**src/rtl/rfe_pkg.sv**
```systemverilog
package rfe_pkg;
  typedef enum logic [1:0] {
    ST_IDLE = 2'd0,
    ST_RUN  = 2'd1,
    ST_DONE = 2'd2
  } rfe_state_e;

  localparam logic [7:0] OPC_FILL = 8'd3;
endpackage

```
**src/rtl/rfe_regs.sv**
```systemverilog
module rfe_regs #(
  parameter int unsigned        RAW     = 14,
  parameter int unsigned        CW      = 12,
  parameter int unsigned        X_LSB   = 16,
  parameter logic [RAW-1:0]     OFS_OP  = 14'h2060,
  parameter logic [RAW-1:0]     OFS_C1  = 14'h2070,
  parameter logic [RAW-1:0]     OFS_C2  = 14'h2074,
  parameter logic [RAW-1:0]     OFS_COL = 14'h20d0,
  parameter logic [RAW-1:0]     OFS_GO  = 14'h21f8
) (
  input  logic           clk,
  input  logic           rst,
  input  logic           reg_wr,
  input  logic [RAW-1:0] reg_addr,
  input  logic [31:0]    reg_wdata,
  input  logic           busy,
  output logic [CW-1:0]  ax,
  output logic [CW-1:0]  ay,
  output logic [CW-1:0]  bx,
  output logic [CW-1:0]  by,
  output logic [7:0]     colour,
  output logic           start
);
  import rfe_pkg::*;

  logic [7:0] opc_q;
  logic       unused_bits;

  assign unused_bits = ^reg_wdata;

  always_ff @(posedge clk) begin
    if (rst) begin
      opc_q  <= '0;
      ax     <= '0;
      ay     <= '0;
      bx     <= '0;
      by     <= '0;
      colour <= '0;
    end else if (reg_wr) begin
      if (reg_addr == OFS_OP)  opc_q  <= reg_wdata[31:24];
      if (reg_addr == OFS_C1) begin
        ax <= reg_wdata[X_LSB +: CW];
        ay <= reg_wdata[0 +: CW];
      end
      if (reg_addr == OFS_C2) begin
        bx <= reg_wdata[X_LSB +: CW];
        by <= reg_wdata[0 +: CW];
      end
      if (reg_addr == OFS_COL) colour <= reg_wdata[7:0];
    end
  end

  assign start = reg_wr && (reg_addr == OFS_GO) && (opc_q == OPC_FILL) && !busy;
endmodule

```
**src/rtl/rfe_sort2.sv**
```systemverilog
module rfe_sort2 #(
  parameter int unsigned W = 12
) (
  input  logic [W-1:0] a,
  input  logic [W-1:0] b,
  output logic [W-1:0] lo,
  output logic [W-1:0] hi
);
  logic swap;
  assign swap = (b < a);
  assign lo   = swap ? b : a;
  assign hi   = swap ? a : b;
endmodule

```
**src/rtl/rfe_walker.sv**
```systemverilog
module rfe_walker #(
  parameter int unsigned    CW      = 12,
  parameter int unsigned    AW      = 32,
  parameter int unsigned    FB_W    = 1280,
  parameter int unsigned    FB_H    = 1024,
  parameter logic [AW-1:0]  FB_BASE = 32'h3800_0000
) (
  input  logic          clk,
  input  logic          rst,
  input  logic          start,
  input  logic [CW-1:0] x_lo,
  input  logic [CW-1:0] x_hi,
  input  logic [CW-1:0] y_lo,
  input  logic [CW-1:0] y_hi,
  input  logic [7:0]    colour,
  input  logic          mem_ready,
  output logic          mem_valid,
  output logic [AW-1:0] mem_addr,
  output logic [7:0]    mem_data,
  output logic          busy
);
  import rfe_pkg::*;

  localparam logic [CW:0]   W_LIM    = (CW+1)'(FB_W);
  localparam logic [CW:0]   H_LIM    = (CW+1)'(FB_H);
  localparam logic [CW-1:0] LAST_ROW = CW'(FB_H - 1);
  localparam logic [AW-1:0] STRIDE   = AW'(FB_W);

  rfe_state_e    state_q;
  logic [CW-1:0] x_q, y_q, xlo_q, xhi_q, yend_q;
  logic [AW-1:0] row_q, addr_q;
  logic [7:0]    col_q;

  logic          skip_n;
  logic [CW-1:0] yend_n;
  logic [AW-1:0] row_n;

  assign skip_n = ({1'b0, x_lo} >= W_LIM) || ({1'b0, y_lo} >= H_LIM);
  assign yend_n = (y_hi > LAST_ROW) ? LAST_ROW : y_hi;
  assign row_n  = FB_BASE + AW'(y_lo) * STRIDE;

  always_ff @(posedge clk) begin
    if (rst) begin
      state_q <= ST_IDLE;
      x_q     <= '0;
      y_q     <= '0;
      xlo_q   <= '0;
      xhi_q   <= '0;
      yend_q  <= '0;
      row_q   <= '0;
      addr_q  <= '0;
      col_q   <= '0;
    end else begin
      case (state_q)
        ST_IDLE: begin
          if (start) begin
            x_q     <= x_lo;
            y_q     <= y_lo;
            xlo_q   <= x_lo;
            xhi_q   <= x_hi;
            yend_q  <= yend_n;
            row_q   <= row_n;
            addr_q  <= row_n + AW'(x_lo);
            col_q   <= colour;
            state_q <= skip_n ? ST_DONE : ST_RUN;
          end
        end
        ST_RUN: begin
          if (mem_ready) begin
            if (x_q == xhi_q) begin
              if (y_q == yend_q) begin
                state_q <= ST_IDLE;
              end else begin
                y_q    <= y_q + 1'b1;
                x_q    <= xlo_q;
                row_q  <= row_q + STRIDE;
                addr_q <= row_q + STRIDE + AW'(xlo_q);
              end
            end else begin
              x_q    <= x_q + 1'b1;
              addr_q <= addr_q + 1'b1;
            end
          end
        end
        ST_DONE: state_q <= ST_IDLE;
        default: state_q <= ST_IDLE;
      endcase
    end
  end

  assign mem_valid = (state_q == ST_RUN);
  assign busy      = (state_q != ST_IDLE);
  assign mem_addr  = addr_q;
  assign mem_data  = col_q;
endmodule

```
**src/rtl/rect_fill_engine.sv**
```systemverilog
module rect_fill_engine #(
  parameter int unsigned    RAW     = 14,
  parameter int unsigned    AW      = 32,
  parameter int unsigned    CW      = 12,
  parameter int unsigned    X_LSB   = 16,
  parameter int unsigned    FB_W    = 1280,
  parameter int unsigned    FB_H    = 1024,
  parameter logic [AW-1:0]  FB_BASE = 32'h3800_0000
) (
  input  logic           clk,
  input  logic           rst,
  input  logic           reg_wr,
  input  logic [RAW-1:0] reg_addr,
  input  logic [31:0]    reg_wdata,
  output logic           busy,
  output logic           mem_valid,
  input  logic           mem_ready,
  output logic [AW-1:0]  mem_addr,
  output logic [7:0]     mem_data
);
  logic [CW-1:0] ax, ay, bx, by;
  logic [CW-1:0] xl, xh, yl, yh;
  logic [7:0]    colour;
  logic          start;

  rfe_regs #(.RAW(RAW), .CW(CW), .X_LSB(X_LSB)) u_regs (
    .clk(clk), .rst(rst), .reg_wr(reg_wr), .reg_addr(reg_addr),
    .reg_wdata(reg_wdata), .busy(busy),
    .ax(ax), .ay(ay), .bx(bx), .by(by), .colour(colour), .start(start)
  );

  rfe_sort2 #(.W(CW)) u_sort_x (.a(ax), .b(bx), .lo(xl), .hi(xh));
  rfe_sort2 #(.W(CW)) u_sort_y (.a(ay), .b(by), .lo(yl), .hi(yh));

  rfe_walker #(
    .CW(CW), .AW(AW), .FB_W(FB_W), .FB_H(FB_H), .FB_BASE(FB_BASE)
  ) u_walk (
    .clk(clk), .rst(rst), .start(start),
    .x_lo(xl), .x_hi(xh), .y_lo(yl), .y_hi(yh), .colour(colour),
    .mem_ready(mem_ready), .mem_valid(mem_valid), .mem_addr(mem_addr),
    .mem_data(mem_data), .busy(busy)
  );
endmodule

```
**config.mk**
```make
export PLATFORM = sky130hd
export DESIGN_NAME = rect_fill_engine
export DESIGN_NICKNAME = d
export VERILOG_FILES = /design/src/rtl/rfe_pkg.sv /design/src/rtl/rfe_regs.sv /design/src/rtl/rfe_sort2.sv /design/src/rtl/rfe_walker.sv /design/src/rtl/rect_fill_engine.sv
export SDC_FILE = /design/constraint.sdc
export NUM_CORES = 1
export LEC_CHECK = 0
export BUFFER_PORTS_ARGS = -buffer_cell sky130_fd_sc_hd__buf_4
export CORE_MARGIN = 3
export CORE_UTILIZATION = 50
export DETAILED_ROUTE_END_ITERATION = 8
export PLACE_DENSITY = 0.71
export SLEW_MARGIN = 5
export SYNTH_ARGS = -nofsm -noshare
export SYNTH_HDL_FRONTEND = slang
export SYNTH_SLANG_ARGS = --single-unit
```
**constraint.sdc**
```tcl
create_clock -name clk -period 4.35 [get_ports clk]
set_input_delay 0.87 -clock clk [delete_from_list [all_inputs] [get_ports clk]]
set_output_delay 0.87 -clock clk [all_outputs]
set_load 0.005 [all_outputs]
```
* Word-level counts from Yosys, hierarchy flattened
Cells that the tools add are included.
Cells by class: add/subtract/negate cells 7, multiply operators 1, $lt $le $gt $ge 5, equal/unequal tests 15, multiplexer cells 31, reductions and logical operators 16
Operator list (count):
- 32-bit 2-to-1 mux | 8
- 12-bit 2-to-1 mux | 13
- 32-bit one-hot mux with 2 select lines | 2
- 14-bit == test (second input constant) | 5
- 32-bit by 12-bit adder with 32-bit output | 2
- 12-bit one-hot mux with 2 select lines | 2
- 32-bit by 1-bit adder with 32-bit output (second input constant) | 1
- 32-bit by 11-bit adder with 32-bit output (second input constant) | 1
- 30-bit by 23-bit adder with 31-bit output (first input constant) | 1
- 12-bit by 1-bit adder with 12-bit output (second input constant) | 2
- 12-bit == test | 2
- 12-bit by 11-bit >= comparator with 1-bit output (second input constant) | 2
- 12-bit less-than comparator | 2
- 12-bit by 3-bit multiplier with 15-bit output (second input constant) | 1
- 12-bit by 10-bit greater-than comparator with 1-bit output (second input constant) | 1
- 2-bit 2-to-1 mux | 5
- 2-bit AND reduction | 5
- 8-bit by 2-bit == test with 1-bit output (second input constant) | 1
- 4-bit AND reduction | 2
- 2-bit by 1-bit inequality test with 1-bit output (second input constant) | 3
- 5-bit AND reduction | 1
- 2-bit inequality test (second input constant) | 2
- 2-bit one-hot mux with 2 select lines | 1
- 2-bit nonzero test | 2
- other kinds (6) | 8
Word-level totals: register bits after elaboration 198, bits of input ports 50, output and inout port bits 42

* Logic depth before layout (Yosys ltp)
depth after elaboration 7, depth in mapped cells 20, depth with buffers taken out 19

* Cells and area by module
A second synthesis with hierarchy kept.
Second synthesis, totals: cell total of the unflattened synthesis 1538, area, all modules 12726.0 um2
Modules (own cells, without submodules):
- rfe_walker | instances 1, cells an instance 1152, area an instance 8657.1 um2, seq. area each 2522.4 um2
- rfe_regs | instances 1, cells an instance 254, area an instance 2730.1 um2, seq. area each 1281.2 um2
- rfe_sort2 | instances 2, cells an instance 66, area an instance 669.4 um2, seq. area each 0.0 um2

* Worst setup path before layout
No wires, ideal clock.
path type flip-flop to flip-flop, start point register u_regs.ay[2], end point register u_walk.addr_q[19], in the netlist u_walk.mem_addr[19], setup time 128 ps, arrival time 4549 ps, data required time 4222 ps, setup slack -327 ps, cell stages (with the launch flop) 21, clock period less this slack 4677 ps, path through dfxtp_1 inv_1 ha_1 o21ai_0 o21ai_0 nand4b_1 nand2_1 clkbuf_1 mux2i_1 xor2_1 ha_1 fa_1 a21o_1 a21oi_1 xnor2_1 nand4_1 nor3_1 o311ai_0 xnor2_1 a221oi_1 nor2_1
Between the ends: cells in the longest elaborated chain, start to end 7
Ends and longest elaborated chain:
- from (decl) | RTL line rfe_regs.sv:18 | output logic [CW-1:0] ay,
- from (signal assigned) | RTL line rfe_regs.sv:43 | ay <= reg_wdata[0 +: CW];
- 12-bit less-than comparator | RTL line rfe_sort2.sv:10 | assign swap = (b < a);
- 12-bit 2-to-1 mux (*) | RTL line rfe_sort2.sv:11 | assign lo = swap ? b : a;
- 12-bit by 3-bit multiplier with 15-bit output (*) | RTL line rfe_walker.sv:40 | assign row_n = FB_BASE + AW'(y_lo) * STRIDE;
- 30-bit by 23-bit adder with 31-bit output (*) | RTL line rfe_walker.sv:40
- 32-bit by 12-bit adder with 32-bit output (*) | RTL line rfe_walker.sv:63 | addr_q <= row_n + AW'(x_lo);
- 32-bit 2-to-1 mux (*) | RTL line rfe_walker.sv:56 | if (start) begin
- 32-bit one-hot mux with 2 select lines (*) | RTL line rfe_walker.sv:54 | case (state_q)
- to (signal assigned) | RTL line rfe_walker.sv:63
- to (signal assigned) | RTL line rfe_walker.sv:77 | addr_q <= row_q + STRIDE + AW'(xlo_q);
- to (signal assigned) | RTL line rfe_walker.sv:81 | addr_q <= addr_q + 1'b1;
- to (decl) | RTL line rfe_walker.sv:31 | logic [AW-1:0] row_q, addr_q;
Every way passes the cells marked *; elsewhere a longest branch is shown, timed or not. The select of a mux whose other input is x is not followed. A chain may end at the register's enable or synchronous reset.

* Worst setup path after layout
start point register u_regs.ay[8], end point register u_walk.addr_q[18], in the netlist u_walk.mem_addr[18]
The elaborated chain is that of the path after synthesis.

==> results.txt <==
The top achievable clock speed came out at 240 MHz. The minimum setup slack in the final design came out at roughly 0.18 ns. The cell area power density came out at roughly 250 nW/um2. For this run, design rule violations remaining after detail routing come to 0. The first global-routing pass estimated between 50 and 60 mm of wire. The fraction of final layout cells with drive strength greater than 1 came out at 0.170. The total standard cell area after synthesis came out at between 10000 and 15000 um2. Together, buffers and inverters on the worst path number 3. Walking the worst path, the cells encountered are inv_1 > ha_1 > and4_4 > nand4b_1 > buf_4 > a21o_1 > and2_4 > xor2_1 > ha_2 > fa_2 > a21o_1 > a21oi_4 > o211ai_1 > xnor2_1 > buf_4 > nor2_1 > o211ai_1 > xnor2_1 > or2_2 > a211oi_2. The global-route congestion overflow total is 0. The final-layout setup total negative slack came out at 0 ns. After the first detailed-routing iteration, the DRC count stood at ~830.

The number of antenna violations at the first check in global routing came out at 0. The count of final setup violators is 0. The worst max-slew margin expressed relative to the limit is 0.376. The initialized floorplan defines between 50 and 60 standard-cell rows. The area enclosed by the die boundary came out at between 20000 and 30000 um2.

The number of nets handed over by synthesis was 1613. The tightest min-delay check is of the flop to flop type. The die outline height is between 150 and 200 um. The maximum fanout along the worst path is 4. The largest individual stage delay along the critical path comes from the cell sky130_fd_sc_hd__fa_2.

The number of hold violations in the final report is 0. After legalization and detailed placement, the total HPWL measured approximately 22 mm. The total of buffers placed on input and output ports came out at 87.

The number of buffers created by CTS came out at 17. The count of antenna-violating nets left after detailed routing came out at 0. The TritonCTS clock tree is yes.

Max-cap violations in this run came to 0. The count of pins over their slew limit is 0. The hold buffer count at cts is 0. The post-synthesis register bit count is 190. STA puts the critical path data arrival time at roughly 4.5 ns. For the worst setup path, the data required time is about 4.7 ns. The most used flip-flop cell after synthesis is sky130_fd_sc_hd__dfxtp_1. The number of enable flip-flop cells after synthesis is 0. The sequential fraction of the synthesis area is 0.326. The number of distinct library cells after synthesis came out at 80. The core footprint came out at approximately 23000 um2.

The initial core utilization is 0.513. The critical path is of the flop to flop type. The number of buffers on the longest clock path came out at 2. The setup slack after placement is -0.181 ns.

The clock tree skew after final layout came out at 0.0154 ns. The number of sinks driven by the clock tree came out at 190. The H-tree generated during clock tree synthesis spans 4 levels. The net count reported at finish is 1722. The via count of the first global-routing pass was approximately 11000.

The most frequent standard cell in the layout excluding fill and tap cells is sky130_fd_sc_hd__nor2_1. The largest net degree at the start of global routing is 120. The minimum period implied by the final worst setup slack came out at 4.17 ns. The measured slew at the worst slew-check pin came out at 0.936 ns.

The share of the clock period used by the worst path is 0.958. STA classifies the critical path startpoint as a flop. The kind of cell with the highest combined delay along the critical path is compound AO/OA/AOI/OAI gates. The worst setup path is captured at a flop. The width of the die came out at about 160 um. The detailed router placed about 11000 vias in this run. Synthesis handed over a netlist of around 1500 instances. The post-CTS clock slew at the launch and capture registers of the worst setup and hold paths is 0.08 ns. The routed wirelength normalized by instance count came out at ~16 um. The layout overhead on the synthesized area came out at 19.6%. After detailed routing, the number of vias per cell comes to approximately 5.7. The count of pins on the block boundary came out at 92.

The weighted congestion reported at the end of routability-driven placement came out at approximately 0.89. The count of inserted antenna diode cells came out at 0. The routed wire length came out at around 32 mm. Across every metal layer, demand over resource in global routing totals 0.245. VDD sags by at most 240 uV. The clock latency on the worst-skew pair came out at around 0.45 ns. The first TritonRoute pass finished after 5 iterations. The leakage power summed over all cells came out at 5.44 nW. The flow ran to the end, and the final reports show no timing, DRC or antenna violations. The average size of a mapped cell is 7.71 um2. The count of synthesis-stage warnings from yosys is 0.

In the layout the commonest cells are sky130_fd_sc_hd__nor2_1, sky130_fd_sc_hd__dfxtp_1, sky130_fd_sc_hd__buf_4. In this design, the stage delay of the slowest critical-path cell is about 0.35 ns. The fraction of registers with async set or reset after synthesis is 0. Clock tree synthesis selected as its root buffer the cell sky130_fd_sc_hd__clkbuf_16.
==> per-stage QoR <==
step                cell area, um2  power (mW)  utilization  hold slack [ns]  std cells
finish                       14000        3.49        0.614            0.458       1951
global route                 14000        3.59        0.614            0.489       1951
CTS                          13700        3.51        0.604            0.460       1945
detailed placement           13100        1.85        0.575            0.448       1913
global placement             13100        1.85        0.575            0.437       1913
floorplan                    11700        1.81            -            0.423       1516
==> what timing repair did <==
item | 4_1_cts | 5_1_grt
endpoints found under the setup margin | 5 | 11
setup buffers | 0 | 5
gates resized for setup | 3 | 36
cloned | 0 | 1
pin swaps | 1 | 20
==> per-layer routing <==
layer	track usage	part of all wire	wire length (um)
met4	0.0760	0.023	741
met1	0.322	0.45	14500
met3	0.0459	0.061	1970
met2	0.410	0.46	14800
met5	0	0	0
==> area by class of cell <==
type | instances | area, um2
fillers | 2007 | 8800
well taps | 313 | 392
flip-flops and latches | 190 | 3810
repair buffers | 179 | 1400
inverters | 46 | 173
clock inverters | 15 | 211
clock buffers | 17 | 425
multi-input cells | 1191 | 7570
==> sequential cells by signal, indices dropped and copies added (netlist names), 8 cells and up <==
register / count
u_walk.x_q: 12
u_walk.yend_q: 12
u_regs.ax: 12
u_regs.opc_q: 8
u_regs.by: 12
u_regs.bx: 12
u_walk.mem_addr: 32
u_regs.colour: 8
u_walk.row_q: 24
u_regs.ay: 12
u_walk.y_q: 12
u_walk.xhi_q: 12
u_walk.xlo_q: 12
u_walk.mem_data: 8
==> tightest hold or removal path, cell delays in order (launching register included) <==
cell	delay (ns)
sky130_fd_sc_hd__dfxtp_1	0.32
sky130_fd_sc_hd__nand2_1	0.05
sky130_fd_sc_hd__a21oi_1	0.05
==> Yosys cell counts, types with 8 or more instances <==
cell / number / area share
sky130_fd_sc_hd__nor2_1: 264 / 0.085
sky130_fd_sc_hd__dfxtp_1: 190 / 0.33
sky130_fd_sc_hd__a21oi_1: 147 / 0.063
sky130_fd_sc_hd__nand2_1: 119 / 0.038
sky130_fd_sc_hd__clkbuf_1: 81 / 0.026
sky130_fd_sc_hd__o21ai_0: 73 / 0.031
sky130_fd_sc_hd__mux2i_1: 68 / 0.058
sky130_fd_sc_hd__xor2_1: 64 / 0.048
sky130_fd_sc_hd__a211oi_1: 49 / 0.031
sky130_fd_sc_hd__xnor2_1: 48 / 0.036
sky130_fd_sc_hd__ha_1: 46 / 0.049
sky130_fd_sc_hd__inv_1: 45 / 0.014
sky130_fd_sc_hd__nand3_1: 40 / 0.017
sky130_fd_sc_hd__nor3_1: 32 / 0.014
sky130_fd_sc_hd__and3_1: 21 / 0.011
sky130_fd_sc_hd__nand4_1: 16 / 0.0086
sky130_fd_sc_hd__nor4_1: 16 / 0.0086
sky130_fd_sc_hd__a22oi_1: 14 / 0.0090
sky130_fd_sc_hd__o211ai_1: 13 / 0.0084
sky130_fd_sc_hd__and2_1: 9 / 0.0048
sky130_fd_sc_hd__a21o_1: 8 / 0.0051
sky130_fd_sc_hd__nand2b_1: 8 / 0.0043
sky130_fd_sc_hd__nor2b_1: 8 / 0.0043
sky130_fd_sc_hd__nor3b_1: 8 / 0.0051
sky130_fd_sc_hd__o22ai_1: 8 / 0.0043
==> path summary, 6_finish.rpt <==
check                        start                  end  slack, ns  depth (start not counted)
hold / removal    u_regs.colour[1]   u_walk.mem_data[1]       0.46                          2
setup / recovery      u_regs.ay[8]  u_walk.mem_addr[18]       0.18                         20
setup reg to reg      u_regs.ay[8]  u_walk.mem_addr[18]       0.18                         20
hold reg to reg   u_regs.colour[1]   u_walk.mem_data[1]       0.46                          2
==> kinds of logic after synthesis <==
logic type,after synthesis,share of synthesized area
xor+xnor,112,0.0840
buf+inv,135,0.0449
compound gates,383,0.205
flops,190,0.326
mux,71,0.0611
fa+ha+maj,47,0.0510
simple gates,578,0.229
==> where the power goes <==
part	internal [mW]	switching [mW]	total, mW
combinational	0.0313	0.0437	0.0750
sequential	1.74	0.0000130	1.74
clock	0.846	0.833	1.68
total	2.61	0.877	3.49
(Power assumes the default switching activity.)
